**config.mk**
```make
export PLATFORM = sky130hd
export DESIGN_NAME = apb_uart_front
export DESIGN_NICKNAME = d
export VERILOG_FILES = /design/src/rtl/apb_uart_pkg.sv /design/src/rtl/apb_uart_apb_fsm.sv /design/src/rtl/apb_uart_rx_fifo.sv /design/src/rtl/apb_uart_tx_hold.sv /design/src/rtl/apb_uart_front.sv
export SDC_FILE = /design/constraint.sdc
export NUM_CORES = 1
export LEC_CHECK = 0
export CORE_ASPECT_RATIO = 0.7
export CORE_MARGIN = 1.5
export CORE_UTILIZATION = 59
export DETAILED_ROUTE_END_ITERATION = 6
export PLACE_DENSITY = 0.84
export SLEW_MARGIN = 30
export SYNTH_ARGS = -nofsm -noshare
export SYNTH_HDL_FRONTEND = slang
export SYNTH_SLANG_ARGS = --single-unit
```
**constraint.sdc**
```tcl
create_clock -name clk -period 4.8 [get_ports clk]
set_clock_uncertainty 0.15 [all_clocks]
set_input_delay 1.2 -clock clk [delete_from_list [all_inputs] [get_ports clk]]
set_output_delay 1.2 -clock clk [all_outputs]
set_load 0.02 [all_outputs]
```
**src/rtl/apb_uart_pkg.sv**
```systemverilog
package apb_uart_pkg;
    localparam int unsigned WORD_W = 32;
    localparam int unsigned BYTE_W = 8;
    localparam int unsigned DEC_W  = 8;

    localparam logic [DEC_W-1:0] OFS_DATA     = 8'h00;
    localparam logic [DEC_W-1:0] OFS_DATA_ALT = 8'h03;
    localparam logic [DEC_W-1:0] OFS_STAT     = 8'h04;
    localparam logic [DEC_W-1:0] OFS_CTRL     = 8'h08;
    localparam logic [DEC_W-1:0] OFS_SCAL     = 8'h0C;

    localparam int unsigned CTL_RXEN = 0;
    localparam int unsigned CTL_TXEN = 1;
    localparam int unsigned CTL_RXIE = 2;
    localparam int unsigned CTL_TXIE = 3;

    localparam int unsigned STB_DRDY   = 0;
    localparam int unsigned STB_TSHE   = 1;
    localparam int unsigned STB_TFE    = 2;
    localparam int unsigned STB_RXHALF = 8;
    localparam int unsigned STB_TXFULL = 9;
    localparam int unsigned STB_RXFULL = 10;

    typedef enum logic [1:0] {AP_IDLE, AP_SETUP, AP_ACCESS} apb_state_e;
    typedef enum logic       {TX_IDLE, TX_HOLD} tx_state_e;
    typedef enum logic [2:0] {SEL_NONE, SEL_DATA, SEL_STAT, SEL_CTRL, SEL_SCAL} reg_sel_e;

    function automatic reg_sel_e decode_ofs(input logic [DEC_W-1:0] ofs);
        reg_sel_e sel;
        unique case (ofs)
            OFS_DATA, OFS_DATA_ALT: sel = SEL_DATA;
            OFS_STAT:               sel = SEL_STAT;
            OFS_CTRL:               sel = SEL_CTRL;
            OFS_SCAL:               sel = SEL_SCAL;
            default:                sel = SEL_NONE;
        endcase
        return sel;
    endfunction
endpackage

```
**src/rtl/apb_uart_apb_fsm.sv**
```systemverilog
module apb_uart_apb_fsm
    import apb_uart_pkg::*;
(
    input  logic clk,
    input  logic rst_n,
    input  logic psel,
    input  logic penable,
    output logic commit
);
    apb_state_e state_q, state_d;

    always_ff @(posedge clk) begin
        if (!rst_n) state_q <= AP_IDLE;
        else        state_q <= state_d;
    end

    always_comb begin
        state_d = state_q;
        unique case (state_q)
            AP_IDLE:   if (psel && !penable) state_d = AP_SETUP;
            AP_SETUP: begin
                if (!psel)        state_d = AP_IDLE;
                else if (penable) state_d = AP_ACCESS;
            end
            AP_ACCESS: state_d = (psel && !penable) ? AP_SETUP : AP_IDLE;
            default:   state_d = AP_IDLE;
        endcase
    end

    always_comb begin
        commit = 1'b0;
        unique case (state_q)
            AP_SETUP: commit = psel && penable;
            default:  commit = 1'b0;
        endcase
    end


    single_commit_chk: assert property (@(posedge clk) disable iff (!rst_n)
        commit |=> !commit);

    commit_after_setup_chk: assert property (@(posedge clk) disable iff (!rst_n)
        commit |-> $past(psel && !penable));
endmodule

```
**src/rtl/apb_uart_rx_fifo.sv**
```systemverilog
module apb_uart_rx_fifo #(
    parameter  int unsigned DEPTH = 16,
    parameter  int unsigned W     = 8,
    localparam int unsigned PTR_W = (DEPTH > 1) ? $clog2(DEPTH) : 1,
    localparam int unsigned CNT_W = $clog2(DEPTH + 1)
) (
    input  logic             clk,
    input  logic             rst_n,
    input  logic             push,
    input  logic [W-1:0]     wdata,
    input  logic             pop,
    output logic [W-1:0]     rdata,
    output logic [CNT_W-1:0] count
);
    localparam logic [PTR_W-1:0] LAST = PTR_W'(DEPTH - 1);

    logic [W-1:0]     mem_q [DEPTH];
    logic [PTR_W-1:0] wr_ptr_q, rd_ptr_q;
    logic [CNT_W-1:0] cnt_q;

    always_ff @(posedge clk) begin
        if (push) mem_q[wr_ptr_q] <= wdata;
    end

    always_ff @(posedge clk) begin
        if (!rst_n) begin
            wr_ptr_q <= '0;
            rd_ptr_q <= '0;
            cnt_q    <= '0;
        end else begin
            if (push) wr_ptr_q <= (wr_ptr_q == LAST) ? '0 : wr_ptr_q + 1'b1;
            if (pop)  rd_ptr_q <= (rd_ptr_q == LAST) ? '0 : rd_ptr_q + 1'b1;
            unique case ({push, pop})
                2'b10:   cnt_q <= cnt_q + 1'b1;
                2'b01:   cnt_q <= cnt_q - 1'b1;
                default: cnt_q <= cnt_q;
            endcase
        end
    end

    assign rdata = mem_q[rd_ptr_q];
    assign count = cnt_q;


    no_overflow_chk: assert property (@(posedge clk) disable iff (!rst_n)
        push |-> (cnt_q < CNT_W'(DEPTH)));

    push_pop_count_chk: assert property (@(posedge clk) disable iff (!rst_n)
        (push && pop) |=> $stable(cnt_q));
endmodule

```
**src/rtl/apb_uart_tx_hold.sv**
```systemverilog
module apb_uart_tx_hold
    import apb_uart_pkg::*;
(
    input  logic              clk,
    input  logic              rst_n,
    input  logic              load,
    input  logic [BYTE_W-1:0] ldata,
    output logic              accept,
    output logic              busy,
    output logic              tx_valid,
    output logic [BYTE_W-1:0] tx_data,
    input  logic              tx_ready
);
    tx_state_e         state_q, state_d;
    logic [BYTE_W-1:0] data_q;

    always_ff @(posedge clk) begin
        if (!rst_n) state_q <= TX_IDLE;
        else        state_q <= state_d;
    end

    always_comb begin
        state_d = state_q;
        unique case (state_q)
            TX_IDLE: if (load)     state_d = TX_HOLD;
            TX_HOLD: if (tx_ready) state_d = TX_IDLE;
            default:               state_d = TX_IDLE;
        endcase
    end

    always_comb begin
        accept   = 1'b0;
        busy     = 1'b0;
        tx_valid = 1'b0;
        unique case (state_q)
            TX_IDLE: accept = load;
            TX_HOLD: begin
                busy     = 1'b1;
                tx_valid = 1'b1;
            end
            default: accept = 1'b0;
        endcase
    end

    always_ff @(posedge clk) begin
        if (!rst_n)      data_q <= '0;
        else if (accept) data_q <= ldata;
    end

    assign tx_data = data_q;


    tx_hold_chk: assert property (@(posedge clk) disable iff (!rst_n)
        (tx_valid && !tx_ready) |=> (tx_valid && $stable(tx_data)));

    tx_drop_chk: assert property (@(posedge clk) disable iff (!rst_n)
        (load && busy) |=> $stable(tx_data));
endmodule

```
**src/rtl/apb_uart_front.sv**
```systemverilog
module apb_uart_front
    import apb_uart_pkg::*;
#(
    parameter int unsigned DEPTH  = 16,
    parameter int unsigned ADDR_W = 12
) (
    input  logic              clk,
    input  logic              rst_n,
    input  logic              psel,
    input  logic              penable,
    input  logic              pwrite,
    input  logic [ADDR_W-1:0] paddr,
    input  logic [WORD_W-1:0] pwdata,
    output logic [WORD_W-1:0] prdata,
    output logic              pready,
    output logic              pslverr,
    input  logic [BYTE_W-1:0] rx_data,
    input  logic              rx_valid,
    output logic              rx_ready,
    output logic [BYTE_W-1:0] tx_data,
    output logic              tx_valid,
    input  logic              tx_ready,
    output logic              irq
);
    localparam int unsigned CNT_W    = $clog2(DEPTH + 1);
    localparam int unsigned HALF_LVL = DEPTH / 2;

    logic              commit, wr_commit, rd_commit;
    reg_sel_e          sel;
    logic [WORD_W-1:0] ctrl_q, status;
    logic              dready_q, irq_q;
    logic              rx_push, rx_pop, rd_empty, fifo_empty;
    logic [BYTE_W-1:0] rx_head;
    logic [CNT_W-1:0]  rx_count;
    logic              tx_load, tx_accept, tx_busy;
    logic              unused_addr_hi;

    assign unused_addr_hi = ^paddr[ADDR_W-1:DEC_W];

    apb_uart_apb_fsm u_apb (
        .clk     (clk),
        .rst_n   (rst_n),
        .psel    (psel),
        .penable (penable),
        .commit  (commit)
    );

    assign sel       = decode_ofs(paddr[DEC_W-1:0]);
    assign wr_commit = commit && pwrite;
    assign rd_commit = commit && !pwrite;
    assign pready    = 1'b1;
    assign pslverr   = 1'b0;

    always_ff @(posedge clk) begin
        if (!rst_n)                             ctrl_q <= '0;
        else if (wr_commit && sel == SEL_CTRL)  ctrl_q <= pwdata;
    end

    assign fifo_empty = (rx_count == '0);
    assign rx_ready   = ctrl_q[CTL_RXEN] && (rx_count != CNT_W'(DEPTH));
    assign rx_push    = rx_valid && rx_ready;
    assign rx_pop     = rd_commit && sel == SEL_DATA && !fifo_empty;
    assign rd_empty   = rd_commit && sel == SEL_DATA && fifo_empty;

    apb_uart_rx_fifo #(.DEPTH(DEPTH), .W(BYTE_W)) u_rxq (
        .clk   (clk),
        .rst_n (rst_n),
        .push  (rx_push),
        .wdata (rx_data),
        .pop   (rx_pop),
        .rdata (rx_head),
        .count (rx_count)
    );

    always_ff @(posedge clk) begin
        if (!rst_n)                                         dready_q <= 1'b0;
        else if (rx_push)                                   dready_q <= 1'b1;
        else if (rd_empty || (rx_pop && rx_count == CNT_W'(1))) dready_q <= 1'b0;
    end

    assign tx_load = wr_commit && sel == SEL_DATA && ctrl_q[CTL_TXEN];

    apb_uart_tx_hold u_tx (
        .clk      (clk),
        .rst_n    (rst_n),
        .load     (tx_load),
        .ldata    (pwdata[BYTE_W-1:0]),
        .accept   (tx_accept),
        .busy     (tx_busy),
        .tx_valid (tx_valid),
        .tx_data  (tx_data),
        .tx_ready (tx_ready)
    );

    always_comb begin
        status             = '0;
        status[STB_DRDY]   = dready_q;
        status[STB_TSHE]   = !tx_busy;
        status[STB_TFE]    = !tx_busy;
        status[STB_TXFULL] = tx_busy;
        status[STB_RXHALF] = (rx_count >= CNT_W'(HALF_LVL));
        status[STB_RXFULL] = (rx_count == CNT_W'(DEPTH));
    end

    always_comb begin
        prdata = '0;
        unique case (sel)
            SEL_DATA: prdata = fifo_empty ? '0 : {{(WORD_W-BYTE_W){1'b0}}, rx_head};
            SEL_STAT: prdata = status;
            SEL_CTRL: prdata = ctrl_q;
            default:  prdata = '0;
        endcase
    end

    always_ff @(posedge clk) begin
        if (!rst_n) irq_q <= 1'b0;
        else        irq_q <= (rx_push && ctrl_q[CTL_RXIE]) || (tx_accept && ctrl_q[CTL_TXIE]);
    end

    assign irq = irq_q;


    dready_match_chk: assert property (@(posedge clk) disable iff (!rst_n)
        dready_q == !fifo_empty);

    irq_tx_chk: assert property (@(posedge clk) disable iff (!rst_n)
        ($rose(tx_valid) && ctrl_q[CTL_TXIE]) |-> irq);

    rx_gate_chk: assert property (@(posedge clk) disable iff (!rst_n)
        !ctrl_q[CTL_RXEN] |-> !rx_ready);
endmodule

```
Word level (Yosys, flattened, before mapping)
Memories as Yosys holds them, arrays and structs flattened. A register that Yosys moved wholly into a read port is not among the register bits.
Cells that the tools add are included.
{"block": "word_totals", "register_bits": 58, "ramBits": 128, "inputBits": 59, "output_inout_bits": 45, "wordCells": 85, "mem_count": 1}
{"block": "op_classes", "add_sub_neg": 4, "order_cmp": 1, "n_eq_ne": 18, "n_mux": 23, "n_bitwise": 1, "n_reduce_logical": 28}
{"name": "u_rxq.mem_q", "words": 16, "width": 8, "rd": 1, "rd_clocked_by_memory_dff": 1, "write_ports": 1, "line": "apb_uart_rx_fifo.sv:17", "source": "logic [W-1:0] mem_q [DEPTH];"}
{"cell": "32-bit one-hot mux with 3 select lines", "count": 1}
{"cell": "8-bit by 4-bit == test with 1-bit output, second input constant", "count": 2}
{"cell": "4-bit two-way mux", "count": 4}
{"cell": "1-bit logical AND", "count": 15}
{"cell": "3-bit one-hot mux with 4 select lines", "count": 1}
{"cell": "1-bit two-way mux", "count": 10}
{"cell": "5-bit one-hot mux with 2 select lines", "count": 1}
{"cell": "4-bit by 1-bit adder with 4-bit output, second input constant", "count": 2}
{"cell": "4-bit == test, second input constant", "count": 2}
{"cell": "8-bit by 2-bit == test with 1-bit output, second input constant", "count": 1}
{"cell": "8-bit by 3-bit == test with 1-bit output, second input constant", "count": 1}
{"cell": "8-bit logical NOT", "count": 1}
{"cell": "8-bit two-way mux", "count": 1}
{"cell": "3-bit by 2-bit == test with 1-bit output, second input constant", "count": 2}
{"cell": "2-bit two-way mux", "count": 3}
{"cell": "2-bit one-hot mux with 3 select lines", "count": 1}
{"cell": "5-bit by 1-bit adder with 5-bit output, second input constant", "count": 1}
{"cell": "5-bit by 1-bit == test with 1-bit output, second input constant", "count": 1}
{"cell": "5-bit == test, second input constant", "count": 1}
{"cell": "5-bit by 4-bit greater-or-equal comparator with 1-bit output, second input constant", "count": 1}
{"cell": "5-bit logical NOT", "count": 1}
{"cell": "5-bit != test, second input constant", "count": 1}
{"cell": "5-bit by 1-bit subtractor with 5-bit output, second input constant", "count": 1}
{"cell": "2-bit by 1-bit == test with 1-bit output, second input constant", "count": 2}
{"cell": "other kinds (12)", "count": 18}

Longest topological paths before layout
Gate-level depths: netlist (run 1).
{"block": "logic_depth", "word_depth": 10, "mapped_depth": 11, "mapped_depth_nobuf": 10}

Modules after synthesis
Synthesis (run 1) repeated with hierarchy kept, for this count alone.
{"block": "hier_totals", "hier_cells": 568, "area_unflattened_um2": 7948.9}
{"module": "apb_uart_rx_fifo", "instances": 1, "cells_each": 307, "area_per_inst_um2": 5825.6}
{"module": "apb_uart_front", "instances": 1, "cells_each": 213, "area_per_inst_um2": 1672.9}
{"module": "apb_uart_tx_hold", "instances": 1, "cells_each": 40, "area_per_inst_um2": 380.4}
{"module": "apb_uart_apb_fsm", "instances": 1, "cells_each": 8, "area_per_inst_um2": 70.1}

Worst setup path after synthesis (run 1)
No wires, ideal clock.
{"block": "synth_path", "path_kind": "input port to output port", "start": "input port paddr[5]", "end": "output port prdata[0]", "arrival_time_ns": 2.477, "required_ns": 3.450, "setup_slack_ns": 0.973, "cell_stages": 5, "path_buffers": 1, "path_cell_list": "nor4_4 -> nand4_2 -> buf_2 -> a21o_1 -> o22ai_1"}
{"block": "synth_between", "elab_chain_len": 5, "word_cells_on_any_way": 11, "classes_between": "eq/ne: 7; mux: 2; reduce/logical: 2"}
{"item": "from (decl)", "line": "apb_uart_front.sv:12", "source": "input logic [ADDR_W-1:0] paddr,"}
{"item": "8-bit by 2-bit == test with 1-bit output or 8-bit logical NOT (tied branches)", "line": "apb_uart_pkg.sv:30", "source": "unique case (ofs)"}
{"item": "2-bit OR reduction", "line": "apb_uart_pkg.sv:30"}
{"item": "3-bit one-hot mux with 4 select lines (*)", "line": "apb_uart_pkg.sv:30"}
{"item": "3-bit by 2-bit == test with 1-bit output or 3-bit by 1-bit == test with 1-bit output (tied branches)", "line": "apb_uart_front.sv:107", "source": "unique case (sel)"}
{"item": "32-bit one-hot mux with 3 select lines (*)", "line": "apb_uart_front.sv:107"}
{"item": "to (decl)", "line": "apb_uart_front.sv:14", "source": "output logic [WORD_W-1:0] prdata,"}
Mark *: on every way between the ends. The rest lies on a longest branch, timed or not.

Worst setup path after layout (run 1)
{"block": "layout_path", "start": "input port paddr[5]", "end": "output port prdata[23]"}
Same word-level chain as after synthesis.

==> flow_summary.json, run 1 <==
{
  "yosysSeqAreaShare_pct": 63.3,
  "synth_seq_cells": 190,
  "crit_fanout": 45,
  "hold_start": "u_apb.state_q[0]",
  "critPathMostFrequentCell": "clkdlybuf4s50_1",
  "place.gp.congestion": 0.847,
  "finalCriticalPeriod_ns": 4.68,
  "dr.pass1.iters": 5,
  "numPortBuffers": 97,
  "synth_flop_cell": "edfxtp_1",
  "diodes": 0,
  "antenna_found_initial": 0,
  "die_y_um": 101,
  "final_cell_area_um2": 9720,
  "critPathSlowestCell": "clkdlybuf4s50_1",
  "cp-start-kind": "primary input",
  "post-synth-top-area-cell": "edfxtp_1",
  "die_w_um": 142,
  "slew_headroom_pct": 32.3,
  "clk_pin_slew_worst_paths_ns": 0.07,
  "clk_latency_ns": 0.44,
  "worstPathRequired_ns": 3.45,
  "drc": 0,
  "grt_pass1_wl_um": 29500,
  "setup_slack_ns": 0.117,
  "cts_root_buffer": "clkbuf_16",
  "synth_area_leaders": "edfxtp_1, dfxtp_1, mux4_2",
  "rsz0062_at_grt": "no",
  "min_path_cells": 1,
  "min_period_over_period_pct": 97.6,
  "crit_start": "paddr[5]",
  "grt_pass1_vias": 5238,
  "holdCritPathClass": "flop to flop",
  "final_common_cell": "edfxtp_1",
  "dp_slack_ns": 0.151,
  "drt_wl_total_um": 19300,
  "ant_nets": 0,
  "grt_overflow": 0,
  "synth_edf_count": 128,
  "critPathKind": "primary input to output pin",
  "r2r_start": "u_rxq.count[1]",
  "syn_area_um2": 8030,
  "drtIter0Drc": 595,
  "postCtsSetupRepairBufs": 0,
  "vias_per_cell": 6.30,
  "vias": 5507,
  "ff2ff_setup_slack_ns": 1.52,
  "start_util_pct": 60.7,
  "dp_hpwl_um": 12700,
  "drive_above_1_share_pct": 12.6,
  "avgRoutedWirePerCell_um": 22.1,
  "num_rows": 35,
  "cts_made_buffers": 17,
  "arrival_ns": 3.33,
  "r2r-end": "u_rxq.count[3]",
  "pwr_density_cell_nw_per_um2": 326,
  "critPathTopFamily": "buffers and inverters",
  "htree_levels": 4,
  "outcome": "completed",
  "ctsHoldBuffers": 0,
  "slew_violations": 0,
  "r2r_cells": 10,
  "cts_tree": "done",
  "hold_violations": 0,
  "yosysTopAreaCellShare_pct": 47.9,
  "finalSetupViolations": 0,
  "most-common-layout-cells": "edfxtp_1, clkdlybuf4s50_1, dfxtp_1",
  "synth_nets": 650,
  "synth.avg_cell_area_um2": 13.8,
  "synthCells": 581,
  "grtUsageTotal_pct": 28.3,
  "cap_violations": 0,
  "end_kind": "output pin",
  "slowest_delay_ns": 0.63,
  "peakVddDrop_mv": 0.351,
  "yosysWarnings": 0,
  "cts.repair.resized": 0,
  "max_freq_ghz": 0.214,
  "die_area_um2": 14300,
  "crit_buf_inv": 3,
  "area_delta_synth_final_pct": 21.1,
  "clock_sinks": 190,
  "core_area_um2": 13200,
  "tightest_slew_ns": 1.01,
  "synthArstFlopShare_pct": 0,
  "finalSetupTns_ns": 0,
  "p_leak_nw": 3.09,
  "placed_area_um2": 9150,
  "nNetsFinal": 746,
  "cp_cell_sequence": "clkdlybuf4s50_1 -> nor4_4 -> and3_1 -> buf_12 -> and2_1 -> clkdlybuf4s50_1",
  "clockBufferDepth": 2,
  "ioPinCount": 104,
  "grt_max_degree": 56,
  "synth.distinct_cells": 48,
  "holdPathEnd": "u_apb.state_q[0]"
}
-- cell usage after synthesis, drive strengths merged, types with 2 or more instances --
cell type,instances
edfxtp,128
dfxtp,62
a21oi,59
o21ai,50
nand3,47
mux4,37
clkbuf,28
and2,26
nor2,24
nand2,15
buf,14
ha,10
inv,8
nor2b,8
a211oi,5
clkinv,5
nor3,5
and3,4
mux2i,4
nand2b,4
a21o,3
o22ai,3
o31ai,3
or4,3
xnor2,3
xor2,3
a22oi,2
conb,2
nand4b,2
nand4bb,2
nor4,2
o21a,2
or3,2
or4b,2
-- area by class of cell --
cell class | instances | area, um^2
Clock buffer | 17 | 425
Clock inverter | 14 | 135
Fill cell | 819 | 3500
Inverter | 13 | 50.0
Multi-Input combinational cell | 336 | 2650
Sequential cell | 190 | 5080
Tap cell | 185 | 231
Timing Repair Buffer | 119 | 1150
-- sequential cells by signal, summed over array words and instances (netlist names), named ones only --
signal          flops
u_rxq.rd_ptr_q      4
u_apb.state_q       2
ctrl_q             32
irq                 1
u_rxq.wr_ptr_q      4
dready_q            1
u_tx.tx_data        8
u_tx.state_q        1
u_rxq.mem_q       128
u_rxq.count         5
-- worst register-to-register path: cells and delay by family, from the launching register on --
kind | cells | cell delay (ns)
xor gates and xnor gates | 1 | 0.14
adders and majority gates | 2 | 0.53
and+or+nand+nor | 4 | 1.52
buffers and inverters | 2 | 0.28
DFF | 1 | 0.35
AOI/OAI and AO/OA | 1 | 0.18
-- per-stage QoR --
step | instances | hold slack [ns] | util, % | power [mW]
6_report | 874 | 0.289 | 73.5 | 3.17
5_1_grt | 874 | 0.314 | 73.5 | 3.25
4_1_cts | 874 | 0.281 | 73.5 | 3.18
3_5_place_dp | 843 | 0.268 | 69.2 | 1.86
3_3_place_gp | 843 | 0.264 | 69.2 | 1.86
2_1_floorplan | 581 | 0.252 | - | 1.80
-- worst max-delay path by stage --
stage                 end  slack (ns)  depth (start not counted)
6_report       prdata[23]        0.12                          6
5_1_grt        prdata[22]        0.09                          6
4_1_cts        prdata[23]        0.16                          6
3_5_place_dp   prdata[23]        0.15                          6
3_3_place_gp   prdata[17]        0.19                          6
2_1_floorplan   prdata[0]        0.97                          5
-- per-layer routing --
metal / GRT usage, % / vias to the layer above / routed length, um
li1: - / 2396 / -
met1: 40.3 / 2746 / 7990
met2: 42.4 / 303 / 8970
met3: 7.74 / 62 / 1790
met4: 10.3 / 0 / 561
met5: 0 / - / 0
-- power breakdown --
part / leakage, nW / switching (mW) / internal [mW]
registers: 1.65 / 0.000217 / 1.74
logic: 1.18 / 0.0411 / 0.0436
clock network: 0.265 / 0.620 / 0.720
-- cells by family after synthesis --
family                     Yosys count  share of synthesized area, %
buffers and inverters               55                          3.82
muxes                               41                          11.6
DFF                                190                          63.3
xor gates and xnor gates             6                         0.655
and+or+nand+nor                    148                          10.1
adders and majority gates           10                          1.56
other                                2                        0.0935
AOI/OAI and AO/OA                  129                          8.83
Note: power is estimated with default switching activity, not from simulation.
==> run 2: changes to the inputs <==
--- a/config.mk
+++ b/config.mk
@@ -5,11 +5,13 @@
 export SDC_FILE = /design/constraint.sdc
 export NUM_CORES = 1
 export LEC_CHECK = 0
+export CAP_MARGIN = 20
 export CORE_ASPECT_RATIO = 0.7
 export CORE_MARGIN = 1.5
 export CORE_UTILIZATION = 59
 export DETAILED_ROUTE_END_ITERATION = 6
 export PLACE_DENSITY = 0.84
+export SETUP_SLACK_MARGIN = 0.5
 export SLEW_MARGIN = 30
 export SYNTH_ARGS = -nofsm -noshare
 export SYNTH_HDL_FRONTEND = slang
==> run 2 against run 1 <==
- combinational power increased by 1%
- critical path type unchanged
- via count up 0.54%
- largest cell class unchanged
- sequential share of layout area up 0.50 points
- cell area is 0.94% lower
- utilization decreased by 0.69 points
- non-clock buffer count unchanged
- clock power hardly changed
- global-route usage is essentially flat
- cell count grew 0.11%
- register-to-register slack is essentially flat
==> flow_summary.json, run 2 (synthesized netlist as in run 1, its figures left out) <==
{
  "cp-start-kind": "primary input",
  "critPathTopFamily": "buffers and inverters",
  "postCtsSetupRepairBufs": 0,
  "crit_buf_inv": 3,
  "min_period_over_period_pct": 90.2,
  "start_util_pct": 60.7,
  "grt_pass1_wl_um": 29500,
  "holdCritPathClass": "flop to flop",
  "cts_root_buffer": "clkbuf_16",
  "numPortBuffers": 97,
  "die_w_um": 142,
  "ant_nets": 0,
  "r2r_cells": 10,
  "largest_reg_flops": 128,
  "hold_violations": 0,
  "finalSetupTns_ns": 0,
  "rsz0062_at_grt": "yes",
  "vias": 5537,
  "cp.depth": 6,
  "final_util_pct": 72.8,
  "ctsHoldBuffers": 0,
  "ff2ff_setup_slack_ns": 1.53,
  "die_y_um": 101,
  "nNetsFinal": 746,
  "most-common-layout-cells": "edfxtp_1, clkdlybuf4s50_1, dfxtp_1",
  "drive_above_1_share_pct": 17.3,
  "fillers": 837,
  "holdWs_ns": 0.288,
  "finalCriticalPeriod_ns": 4.33,
  "pwr_density_cell_nw_per_um2": 329,
  "antenna_found_initial": 0,
  "slowest_delay_ns": 0.45,
  "dr.pass1.iters": 7,
  "slew_headroom_pct": 29.7,
  "critPathSlowestCell": "clkdlybuf4s50_1",
  "drc": 0,
  "htree_levels": 4,
  "crit_fanout": 6,
  "top_register": "u_rxq.mem_q",
  "critPathKind": "primary input to output pin",
  "cts_made_buffers": 17,
  "r2r-end": "u_rxq.count[3]",
  "core_area_um2": 13200,
  "arrival_ns": 2.98,
  "slew_violations": 0,
  "clockBufferDepth": 2,
  "placedCellCount": 843,
  "clk_pin_slew_worst_paths_ns": 0.07,
  "avgRoutedWirePerCell_um": 22.2,
  "end_kind": "output pin",
  "vias_per_cell": 6.33,
  "place.gp.congestion": 0.847,
  "final_common_cell": "edfxtp_1",
  "cap_violations": 0,
  "ioPinCount": 104,
  "setup_slack_ns": 0.470,
  "num_rows": 35,
  "peakVddDrop_mv": 0.350,
  "grt_pass1_vias": 5243,
  "drtIter0Drc": 579,
  "hold_start": "u_apb.state_q[0]",
  "grt_max_degree": 56,
  "p_leak_nw": 3.14,
  "outcome": "completed",
  "cts_tree": "done",
  "max_freq_ghz": 0.231,
  "worstPathRequired_ns": 3.45,
  "finalSetupViolations": 0,
  "holdPathEnd": "u_apb.state_q[0]",
  "r2r_start": "u_rxq.count[1]",
  "tightest_slew_ns": 1.05,
  "grtUsageTotal_pct": 28.4,
  "die_area_um2": 14300,
  "min_path_cells": 1,
  "dp_hpwl_um": 12700,
  "drt_wl_total_um": 19400,
  "clk_latency_ns": 0.44,
  "clock_sinks": 190,
  "final_cells": 875,
  "cp_cell_sequence": "clkdlybuf4s50_1 -> nor4_4 -> buf_4 -> nand2_1 -> a21oi_1 -> dlygate4sd2_1",
  "area_delta_synth_final_pct": 19.9,
  "grt_overflow": 0,
  "dp_slack_ns": 0.151
}
==> run 2: changes by cell type in the layout (fill, tap and decap cells not counted), sizes merged <==
| cell | change |
|---|---|
| clkdlybuf4s50 | -32 |
| clkbuf | +24 |
| clkdlybuf4s15 | +6 |
| dlygate4sd2 | +2 |
| diode | +1 |
==> run 2: area by class of cell <==
cell class	instances	area, um^2	share of cell area [%]
diodes	1	2.50	0.0260
clock buffers	17	425	4.42
clock inverters	14	135	1.40
inverters	13	50.0	0.520
multi-input cells	336	2660	27.7
flip-flops and latches	190	5080	52.8
well taps	185	231	2.40
repair buffers	119	1040	10.8
==> run 2: where the power goes <==
group / switching (mW) / internal (mW) / total, mW
logic: 0.0418 / 0.0441 / 0.0859
registers: 0.000217 / 1.74 / 1.74
clock network: 0.617 / 0.720 / 1.34
total: 0.659 / 2.51 / 3.17
==> run 2: stage by stage <==
stage	total power, mW	instance area, um^2
CTS	3.18	9710
floorplan	1.80	8030
detailed placement	1.86	9150
global route	3.25	9630
finish	3.17	9630
global placement	1.86	9150
==> run 2: worst max-delay path by stage <==
stage              from          to  slack (ns)
2_1_floorplan  paddr[5]   prdata[0]        0.97
3_3_place_gp   paddr[5]  prdata[17]        0.19
3_5_place_dp   paddr[5]  prdata[23]        0.15
4_1_cts        paddr[5]  prdata[23]        0.47
5_1_grt        paddr[5]  prdata[23]        0.45
6_report       paddr[5]  prdata[10]        0.47
==> run 2: metal layers <==
metal	up-vias	global-route usage (%)	wire, um
li1	2405	-	-
met1	2752	40.5	8010
met2	330	42.3	9110
met3	50	7.74	1870
met4	0	10.3	453
met5	-	0	0
==> run 2: what timing repair did <==
action	4_1_cts	5_1_grt
endpoints found under the hold margin	0	0
setup endpoints to repair	32	29
gates resized for setup	61	34
